===== src/rtl/gpio_irq_pkg.sv =====
package gpio_irq_pkg;
  localparam int PORT_W = 8;
  localparam int ADDR_W = 8;

  localparam logic [ADDR_W-1:0] OFS_DATA   = 8'h00;
  localparam logic [ADDR_W-1:0] OFS_DIR    = 8'h10;
  localparam logic [ADDR_W-1:0] OFS_MODE   = 8'h90;
  localparam logic [ADDR_W-1:0] OFS_SENSE  = 8'h94;
  localparam logic [ADDR_W-1:0] OFS_ACK    = 8'h98;
  localparam logic [ADDR_W-1:0] OFS_ENABLE = 8'h9C;
  localparam logic [ADDR_W-1:0] OFS_STATUS = 8'hA0;
  localparam logic [ADDR_W-1:0] OFS_FILTER = 8'hA8;

  // true when a level input is in its active state
  function automatic logic level_active(input logic lvl, input logic sense);
    return lvl == sense;
  endfunction

  // true when cur/prev form a transition in the chosen direction
  function automatic logic edge_seen(input logic cur, input logic prev, input logic sense);
    return sense ? (cur & ~prev) : (~cur & prev);
  endfunction

  // merge driven bits with sampled bits by direction
  function automatic logic [PORT_W-1:0] port_view(input logic [PORT_W-1:0] drv,
                                                  input logic [PORT_W-1:0] smp,
                                                  input logic [PORT_W-1:0] dir);
    return (drv & dir) | (smp & ~dir);
  endfunction
endpackage


===== src/rtl/gpio_pin_filter.sv =====
module gpio_pin_filter #(
  parameter int DEB_CYCLES = 4
) (
  input  logic clk,
  input  logic rst_n,
  input  logic raw_i,
  input  logic filt_en_i,
  output logic sync_o,
  output logic qual_o
);
  localparam int CNT_W = $clog2(DEB_CYCLES + 1);
  localparam logic [CNT_W-1:0] CNT_LAST = CNT_W'(DEB_CYCLES - 1);

  logic meta_q, sync_q, filt_q;
  logic [CNT_W-1:0] cnt_q;

  always_ff @(posedge clk or negedge rst_n) begin
    if (!rst_n) begin
      meta_q <= 1'b0;
      sync_q <= 1'b0;
    end else begin
      meta_q <= raw_i;
      sync_q <= meta_q;
    end
  end

  always_ff @(posedge clk or negedge rst_n) begin
    if (!rst_n) begin
      filt_q <= 1'b0;
      cnt_q  <= '0;
    end else if (!filt_en_i || (sync_q == filt_q)) begin
      filt_q <= sync_q;
      cnt_q  <= '0;
    end else if (cnt_q == CNT_LAST) begin
      filt_q <= sync_q;
      cnt_q  <= '0;
    end else begin
      cnt_q <= cnt_q + 1'b1;
    end
  end

  assign sync_o = sync_q;
  assign qual_o = filt_en_i ? filt_q : sync_q;
endmodule


===== src/rtl/gpio_pin_detect.sv =====
module gpio_pin_detect
  import gpio_irq_pkg::*;
(
  input  logic clk,
  input  logic rst_n,
  input  logic qual_i,
  input  logic is_edge_i,
  input  logic sense_i,
  input  logic enable_i,
  input  logic ack_i,
  input  logic cfg_chg_i,
  output logic edge_evt_o,
  output logic latch_o,
  output logic status_o
);
  logic prev_q, latch_q;

  assign edge_evt_o = enable_i & is_edge_i & edge_seen(qual_i, prev_q, sense_i);

  always_ff @(posedge clk or negedge rst_n) begin
    if (!rst_n) begin
      prev_q  <= 1'b0;
      latch_q <= 1'b0;
    end else begin
      prev_q <= qual_i;
      if (cfg_chg_i || !is_edge_i) latch_q <= 1'b0;
      else if (edge_evt_o)         latch_q <= 1'b1;
      else if (ack_i)              latch_q <= 1'b0;
    end
  end

  assign latch_o  = latch_q;
  assign status_o = enable_i & (is_edge_i ? latch_q : level_active(qual_i, sense_i));
endmodule


===== src/rtl/gpio_irq_regs.sv =====
module gpio_irq_regs
  import gpio_irq_pkg::*;
(
  input  logic              clk,
  input  logic              rst_n,
  input  logic              bus_sel,
  input  logic              bus_we,
  input  logic [ADDR_W-1:0] bus_addr,
  input  logic [PORT_W-1:0] bus_wdata,
  input  logic [PORT_W-1:0] sync_i,
  input  logic [PORT_W-1:0] status_i,
  output logic [PORT_W-1:0] bus_rdata,
  output logic [PORT_W-1:0] data_o,
  output logic [PORT_W-1:0] dir_o,
  output logic [PORT_W-1:0] mode_o,
  output logic [PORT_W-1:0] sense_o,
  output logic [PORT_W-1:0] enable_o,
  output logic [PORT_W-1:0] filter_o,
  output logic [PORT_W-1:0] ack_o,
  output logic [PORT_W-1:0] cfg_chg_o
);
  logic wr;
  logic [PORT_W-1:0] data_q, dir_q, mode_q, sense_q, en_q, filt_q;

  assign wr = bus_sel & bus_we;

  always_ff @(posedge clk or negedge rst_n) begin
    if (!rst_n) begin
      data_q  <= '0;
      dir_q   <= '0;
      mode_q  <= '0;
      sense_q <= '0;
      en_q    <= '0;
      filt_q  <= '0;
    end else if (wr) begin
      case (bus_addr)
        OFS_DATA:   data_q  <= bus_wdata;
        OFS_DIR:    dir_q   <= bus_wdata;
        OFS_MODE:   mode_q  <= bus_wdata;
        OFS_SENSE:  sense_q <= bus_wdata;
        OFS_ENABLE: en_q    <= bus_wdata;
        OFS_FILTER: filt_q  <= bus_wdata;
        default: ;
      endcase
    end
  end

  always_comb begin
    ack_o     = '0;
    cfg_chg_o = '0;
    if (wr) begin
      if (bus_addr == OFS_ACK)   ack_o     = bus_wdata;
      if (bus_addr == OFS_MODE)  cfg_chg_o = bus_wdata ^ mode_q;
      if (bus_addr == OFS_SENSE) cfg_chg_o = bus_wdata ^ sense_q;
    end
  end

  always_comb begin
    bus_rdata = '0;
    if (bus_sel && !bus_we) begin
      case (bus_addr)
        OFS_DATA:   bus_rdata = port_view(data_q, sync_i, dir_q);
        OFS_DIR:    bus_rdata = dir_q;
        OFS_MODE:   bus_rdata = mode_q;
        OFS_SENSE:  bus_rdata = sense_q;
        OFS_ENABLE: bus_rdata = en_q;
        OFS_FILTER: bus_rdata = filt_q;
        OFS_STATUS: bus_rdata = status_i;
        default:    bus_rdata = '0;
      endcase
    end
  end

  assign data_o   = data_q;
  assign dir_o    = dir_q;
  assign mode_o   = mode_q;
  assign sense_o  = sense_q;
  assign enable_o = en_q;
  assign filter_o = filt_q;
endmodule


===== src/rtl/gpio_irq_port.sv =====
module gpio_irq_port
  import gpio_irq_pkg::*;
#(
  parameter int DEB_CYCLES = 4
) (
  input  logic              clk,
  input  logic              rst_n,
  input  logic              bus_sel,
  input  logic              bus_we,
  input  logic [ADDR_W-1:0] bus_addr,
  input  logic [PORT_W-1:0] bus_wdata,
  output logic [PORT_W-1:0] bus_rdata,
  input  logic [PORT_W-1:0] pin_in,
  output logic [PORT_W-1:0] pin_out,
  output logic [PORT_W-1:0] pin_oe,
  output logic [PORT_W-1:0] irq_pin,
  output logic              irq_any
);
  logic [PORT_W-1:0] data_w, dir_w, mode_w, sense_w, en_w, filt_w;
  logic [PORT_W-1:0] ack_w, cfg_chg_w, sync_w, qual_w;
  logic [PORT_W-1:0] edge_evt_w, latch_w, status_w;

  gpio_irq_regs u_regs (
    .clk       (clk),
    .rst_n     (rst_n),
    .bus_sel   (bus_sel),
    .bus_we    (bus_we),
    .bus_addr  (bus_addr),
    .bus_wdata (bus_wdata),
    .sync_i    (sync_w),
    .status_i  (status_w),
    .bus_rdata (bus_rdata),
    .data_o    (data_w),
    .dir_o     (dir_w),
    .mode_o    (mode_w),
    .sense_o   (sense_w),
    .enable_o  (en_w),
    .filter_o  (filt_w),
    .ack_o     (ack_w),
    .cfg_chg_o (cfg_chg_w)
  );

  for (genvar i = 0; i < PORT_W; i++) begin : g_pin
    gpio_pin_filter #(.DEB_CYCLES(DEB_CYCLES)) u_filt (
      .clk       (clk),
      .rst_n     (rst_n),
      .raw_i     (pin_in[i]),
      .filt_en_i (filt_w[i]),
      .sync_o    (sync_w[i]),
      .qual_o    (qual_w[i])
    );
    gpio_pin_detect u_det (
      .clk        (clk),
      .rst_n      (rst_n),
      .qual_i     (qual_w[i]),
      .is_edge_i  (mode_w[i]),
      .sense_i    (sense_w[i]),
      .enable_i   (en_w[i]),
      .ack_i      (ack_w[i]),
      .cfg_chg_i  (cfg_chg_w[i]),
      .edge_evt_o (edge_evt_w[i]),
      .latch_o    (latch_w[i]),
      .status_o   (status_w[i])
    );
  end

  assign pin_out = data_w;
  assign pin_oe  = dir_w;
  assign irq_pin = status_w;
  assign irq_any = |status_w;
endmodule


===== config.mk =====
export PLATFORM = sky130hd
export DESIGN_NAME = gpio_irq_port
export DESIGN_NICKNAME = d
export VERILOG_FILES = /design/src/rtl/gpio_irq_pkg.sv /design/src/rtl/gpio_pin_filter.sv /design/src/rtl/gpio_pin_detect.sv /design/src/rtl/gpio_irq_regs.sv /design/src/rtl/gpio_irq_port.sv
export SDC_FILE = /design/constraint.sdc
export NUM_CORES = 1
export LEC_CHECK = 0
export ABC_AREA = 0
export BUFFER_PORTS_ARGS = -buffer_cell sky130_fd_sc_hd__buf_2
export CELL_PAD_IN_SITES_DETAIL_PLACEMENT = 1
export CELL_PAD_IN_SITES_GLOBAL_PLACEMENT = 2
export CORE_ASPECT_RATIO = 1.1
export CORE_MARGIN = 2
export CORE_UTILIZATION = 36
export DETAILED_ROUTE_END_ITERATION = 8
export PLACE_DENSITY = 0.77
export SKIP_CTS_REPAIR_TIMING = 1
export SLEW_MARGIN = 10
export SYNTH_ARGS = -nofsm -noshare
export SYNTH_HDL_FRONTEND = slang
export SYNTH_HIERARCHICAL = 1
export SYNTH_SLANG_ARGS = --single-unit

===== constraint.sdc =====
create_clock -name clk -period 1.6 [get_ports clk]
set_input_delay 0.16 -clock clk [delete_from_list [all_inputs] [get_ports clk]]
set_output_delay 0.16 -clock clk [all_outputs]
set_load 0.02 [all_outputs]

[Word-level counts from Yosys, hierarchy flattened]
Index checks and enable logic that the tools add are counted.
Operators by class
  add/subtract/negate cells: 8
  equal/unequal tests: 31
  muxes and demuxes: 87
  bitwise logic cells: 63
  reductions and logical operators: 58
Operator list (number)
  2-to-1 mux 1 bit: 64
  case mux 8 bit (7 select lines): 1
  equality test 8 bit, second input constant: 6
  2-to-1 mux 3 bit: 16
  2-to-1 mux 8 bit: 6
  bitwise AND 1 bit: 41
  adder 3 x 1 -> 3 bit, second input constant: 8
  equality test 3 x 2 -> 1 bit, second input constant: 8
  nonzero test 3 bit: 8
  zero test 1 bit: 17
  bitwise AND 8 bit: 2
  equality test 1 bit: 16
  logical OR 1 bit: 16
  NOT 1 bit: 16
  nonzero test 2 bit: 8
  XOR 8 bit: 2
  AND reduction 2 bit: 6
  equality test 8 x 5 -> 1 bit, second input constant: 1
  zero test 8 bit: 1
  NOT 8 bit: 1
  OR 8 bit: 1
  OR reduction 8 bit: 1
  logical AND 1 bit: 1
Storage, ports and cells
  register bits after elaboration: 112
  input port bits: 28
  logic and storage cells: 301

[Logic depth before layout (Yosys ltp)]
  depth after elaboration: 7
  gate-level depth with buffers: 8

[Hierarchy]
Netlist, hierarchy kept.
Modules (own cells, without submodules)
  gpio_irq_regs: instances 1, cells an instance 239, area an instance 2728.9 µm², seq. area each 1201.2 µm²
  gpio_pin_filter: instances 8, cells an instance 17, area an instance 240.2 µm², seq. area each 150.1 µm²
  gpio_pin_detect: instances 8, cells an instance 14, area an instance 123.9 µm², seq. area each 50.0 µm²
  gpio_irq_port: instances 1, cells an instance 3, area an instance 16.3 µm², seq. area each 0.0 µm²

[Worst setup path after synthesis]
OpenSTA, ideal clock, no wires.
  path kind: reg-to-output
  start: reg u_regs.filt_q[5] (netlist: u_regs/filter_o[5])
  end: out bus_rdata[5]
  arrival time: 2003 ps
  path slack: -563 ps
  stages on the path, launching flop included: 9
  buffers on the path: 0
  cells stage by stage: dfrtp_1 -> mux2_2 -> xor2_1 -> o21ai_1 -> and2_1 -> mux2i_1 -> o22ai_1 -> a22oi_1 -> a21oi_1
On the way
  word-level cells in the longest chain between the ends: 6
RTL lines
  start, declared: RTL line gpio_irq_regs.sv:23  | logic [PORT_W-1:0] data_q, dir_q, mode_q, sense_q, en_q, filt_q;
  start signal, assigned: RTL line gpio_irq_regs.sv:42  | OFS_FILTER: filt_q <= bus_wdata;
  2-to-1 mux 1 bit: RTL line gpio_pin_filter.sv:43  | assign qual_o = filt_en_i ? filt_q : sync_q;
  net qual_w[5]: RTL line gpio_irq_port.sv:20  | logic [PORT_W-1:0] ack_w, cfg_chg_w, sync_w, qual_w;
  equality test 1 bit: RTL line gpio_irq_pkg.sv:16  | return lvl == sense;
  2-to-1 mux 1 bit: RTL line gpio_pin_detect.sv:33  | assign status_o = enable_i & (is_edge_i ? latch_q : level_active(qual_i, sense_i));
  bitwise AND 1 bit: RTL line gpio_pin_detect.sv:33
  net irq_pin[5]: RTL line gpio_irq_port.sv:16  | output logic [PORT_W-1:0] irq_pin,
  case mux 8 bit (7 select lines): RTL line gpio_irq_regs.sv:61  | case (bus_addr)
  2-to-1 mux 8 bit: RTL line gpio_irq_regs.sv:60  | if (bus_sel && !bus_we) begin
  end, declared: RTL line gpio_irq_port.sv:12  | output logic [PORT_W-1:0] bus_rdata,
The timed path passes the listed nets, and every way through them passes these cells.

[Worst setup path in the final report]
  start: reg u_regs.filt_q[5] (netlist: u_regs/filter_o[5])
  end: out bus_rdata[5]
On the way
  word-level cells in the longest chain between the ends: 6
RTL lines (RTL line)
  2-to-1 mux 1 bit: gpio_pin_filter.sv:43
  net qual_w[5]: gpio_irq_port.sv:20
  equality test 1 bit: gpio_irq_pkg.sv:16
  2-to-1 mux 1 bit: gpio_pin_detect.sv:33
  bitwise AND 1 bit: gpio_pin_detect.sv:33
  case mux 8 bit (7 select lines): gpio_irq_regs.sv:61
  2-to-1 mux 8 bit: gpio_irq_regs.sv:60
The timed path passes the listed nets, and every way through them passes these cells.

==> results.py <==
metrics = {
    "run_status": {
        "status": "finished with violations",
        "violations": "negative setup slack",
    },
    "detailed_routing": {
        "routed_wl_microns": 15900,
        "wl_per_cell_microns": 18.4,
        "via_count": 4396,
        "drc": 0,
        "via_per_inst": 5.08,
        "drt_iter0_drc": 113,
        "ant_nets": 0,
        "dr.pass1.iters": 4,
    },
    "power_and_ir_drop": {
        "max-vdd-ir-drop_v": 0.000469,
        "p_leak_uw": 0.00368,
        "power.total_uw": 6090,
        "power_density_nw_per_um2": 794,
    },
    "clock_network": {
        "cts_tree": "built",
        "clk_pin_slew_ps": 70,
        "cts_inserted_buffers": 9,
        "root_buffer": "clkbuf_16",
        "h-tree-depth": 3,
        "clk_latency_ps": 350,
        "cts_sinks": 112,
        "ctsLongestPathBuffers": 2,
    },
    "global_routing": {
        "met2_usage_pct": 35.9,
        "met1_usage_pct": 24.6,
        "antenna_found_initial": 1,
        "grt_use_total_pct": 20.3,
        "grt_max_degree": 46,
        "grt_pass1_vias": 4868,
        "busiest_layer": "met2",
        "grtUsageMet3_pct": 4.35,
        "gr-total-overflow": 0,
        "grt_pass1_wl_microns": 25300,
    },
    "floorplan": {
        "io_pins": 61,
        "dieWidth_microns": 123,
        "dieArea_sq_um": 16600,
        "placementRows": 47,
        "coreArea_sq_um": 15100,
        "die_height_microns": 135,
        "start_util_pct": 37.0,
    },
    "place": {
        "routabilityCongestion": 0.807,
        "place_hpwl_microns": 12100,
        "dp_cells": 831,
        "io_buffers": 60,
        "pre_cts_ws_ps": -464,
    },
    "final_layout": {
        "final_nets": 700,
        "syn2layout_area_growth_pct": 37.0,
        "largest_reg_flops": 24,
        "regMostFlops": "g_pin.u_filt/cnt_q",
        "drive_above_1_share_pct": 46.3,
        "stdcell_count": 866,
        "postLayoutCoreUtil_pct": 50.7,
    },
    "sta": {
        "timing.final.ws_setup_ps": -764,
        "setup_violations": 17,
        "min_period_ps": 2360,
        "finalHoldViolCount": 0,
        "fin_crit_sh_pct": 148,
        "skew_ps": 4.93,
        "rsz0062_at_grt": "true",
        "relSlewSlack_pct": 65.0,
        "drv_slew": 0,
        "worst_pin_slew_ps": 512,
        "fmax_mhz": 423,
        "whs_ps": 171,
    },
    "worst_setup_path": {
        "critical_path_peak_fanout": 2,
        "start_kind": "flop",
        "crit_path_end_kind": "output pin",
        "critPathRequiredTime_ps": 1440,
        "arrival_ps": 2200,
        "crit_type": "reg2out",
    },
    "yosys": {
        "synth.cell_area_sq_um": 5600,
        "synthesis.nets": 518,
        "yosys_warnings": 6,
        "syn_inst": 482,
        "avgSynthCellArea_sq_um": 11.6,
    },
    "hold_path": {
        "hp-class": "in2reg",
    },
    "flow_run": {
        "cap_violations": 0,
    },
}
-- stage by stage --
step | setup TNS [ps] | cell area [sq um]
global placement | -12170 | 7050
CTS | -9470 | 7370
global route | -10060 | 7670
finish | -8640 | 7670
floorplan | -2170 | 5700
detailed placement | -13060 | 7050
-- final timing paths --
kind / from / slack (ps) / cells after the start / endpoint
setup / recovery: u_regs/filter_o[5]$_DFFE_PN0P_ / -760 / 9 / bus_rdata[5]
hold / removal: bus_wdata[7] / 170 / 2 / u_regs/sense_o[7]$_DFFE_PN0P_
setup reg to reg: u_regs/sense_o[1]$_DFFE_PN0P_ / 110 / 6 / g_pin[1].u_det/latch_o$_DFFE_PN0P_
hold reg to reg: g_pin[2].u_filt/meta_q$_DFF_PN0_ / 350 / 0 / g_pin[2].u_filt/sync_o$_DFF_PN0_
max in group asynchronous: rst_n / 720 / 3 / g_pin[5].u_filt/meta_q$_DFF_PN0_
min in group asynchronous: rst_n / 290 / 2 / g_pin[1].u_filt/cnt_q[1]$_DFF_PN0_
-- power breakdown --
| group | switching [uW] | internal, uW |
|---|---|---|
| logic | 331 | 313 |
| clock network | 1060 | 1420 |
| registers | 55.5 | 2910 |
| total | 1450 | 4640 |
-- final cells by class --
cell class | count | area, sq um
inverter | 1 | 3.75
antenna | 1 | 2.50
sequential | 112 | 2800
fill | 1627 | 7440
timing repair buffer | 183 | 1430
clock inverter | 6 | 90.1
clock buffer | 10 | 239
multi-input combinational | 357 | 2860
tap | 196 | 245
-- cell usage in the layout, fill, tap and decap left out, types with 9 or more instances in the layout --
cell type and n:
dfrtp_1 112, nand2b_1 16, nor3_1 12, buf_4 107, nor2_1 28, buf_6 18
xor2_1 22, mux2i_1 16, dlygate4sd3_1 9, and2_1 9, buf_2 43, o21ai_1 13
nand2_1 56, nor3b_2 16, mux2_2 50, o21ai_0 9, clkbuf_16 9
-- critical path, cell delays in order, from the launching register on --
cell	delay (ps)
dfrtp_1	410
mux2_4	320
xor2_1	170
o21ai_1	150
and2_4	170
mux2i_1	60
o22ai_1	140
a22oi_1	120
a21oi_2	180
buf_6	140
-- routing by layer --
metal	up-vias	share of wire (%)	wire, microns
li1	2074	-	-
met1	2225	42	6700
met2	73	52	8320
met3	22	3.8	605
met4	2	1.9	300
met5	-	0.075	12
No activity file was read; power rests on OpenSTA's default activity.
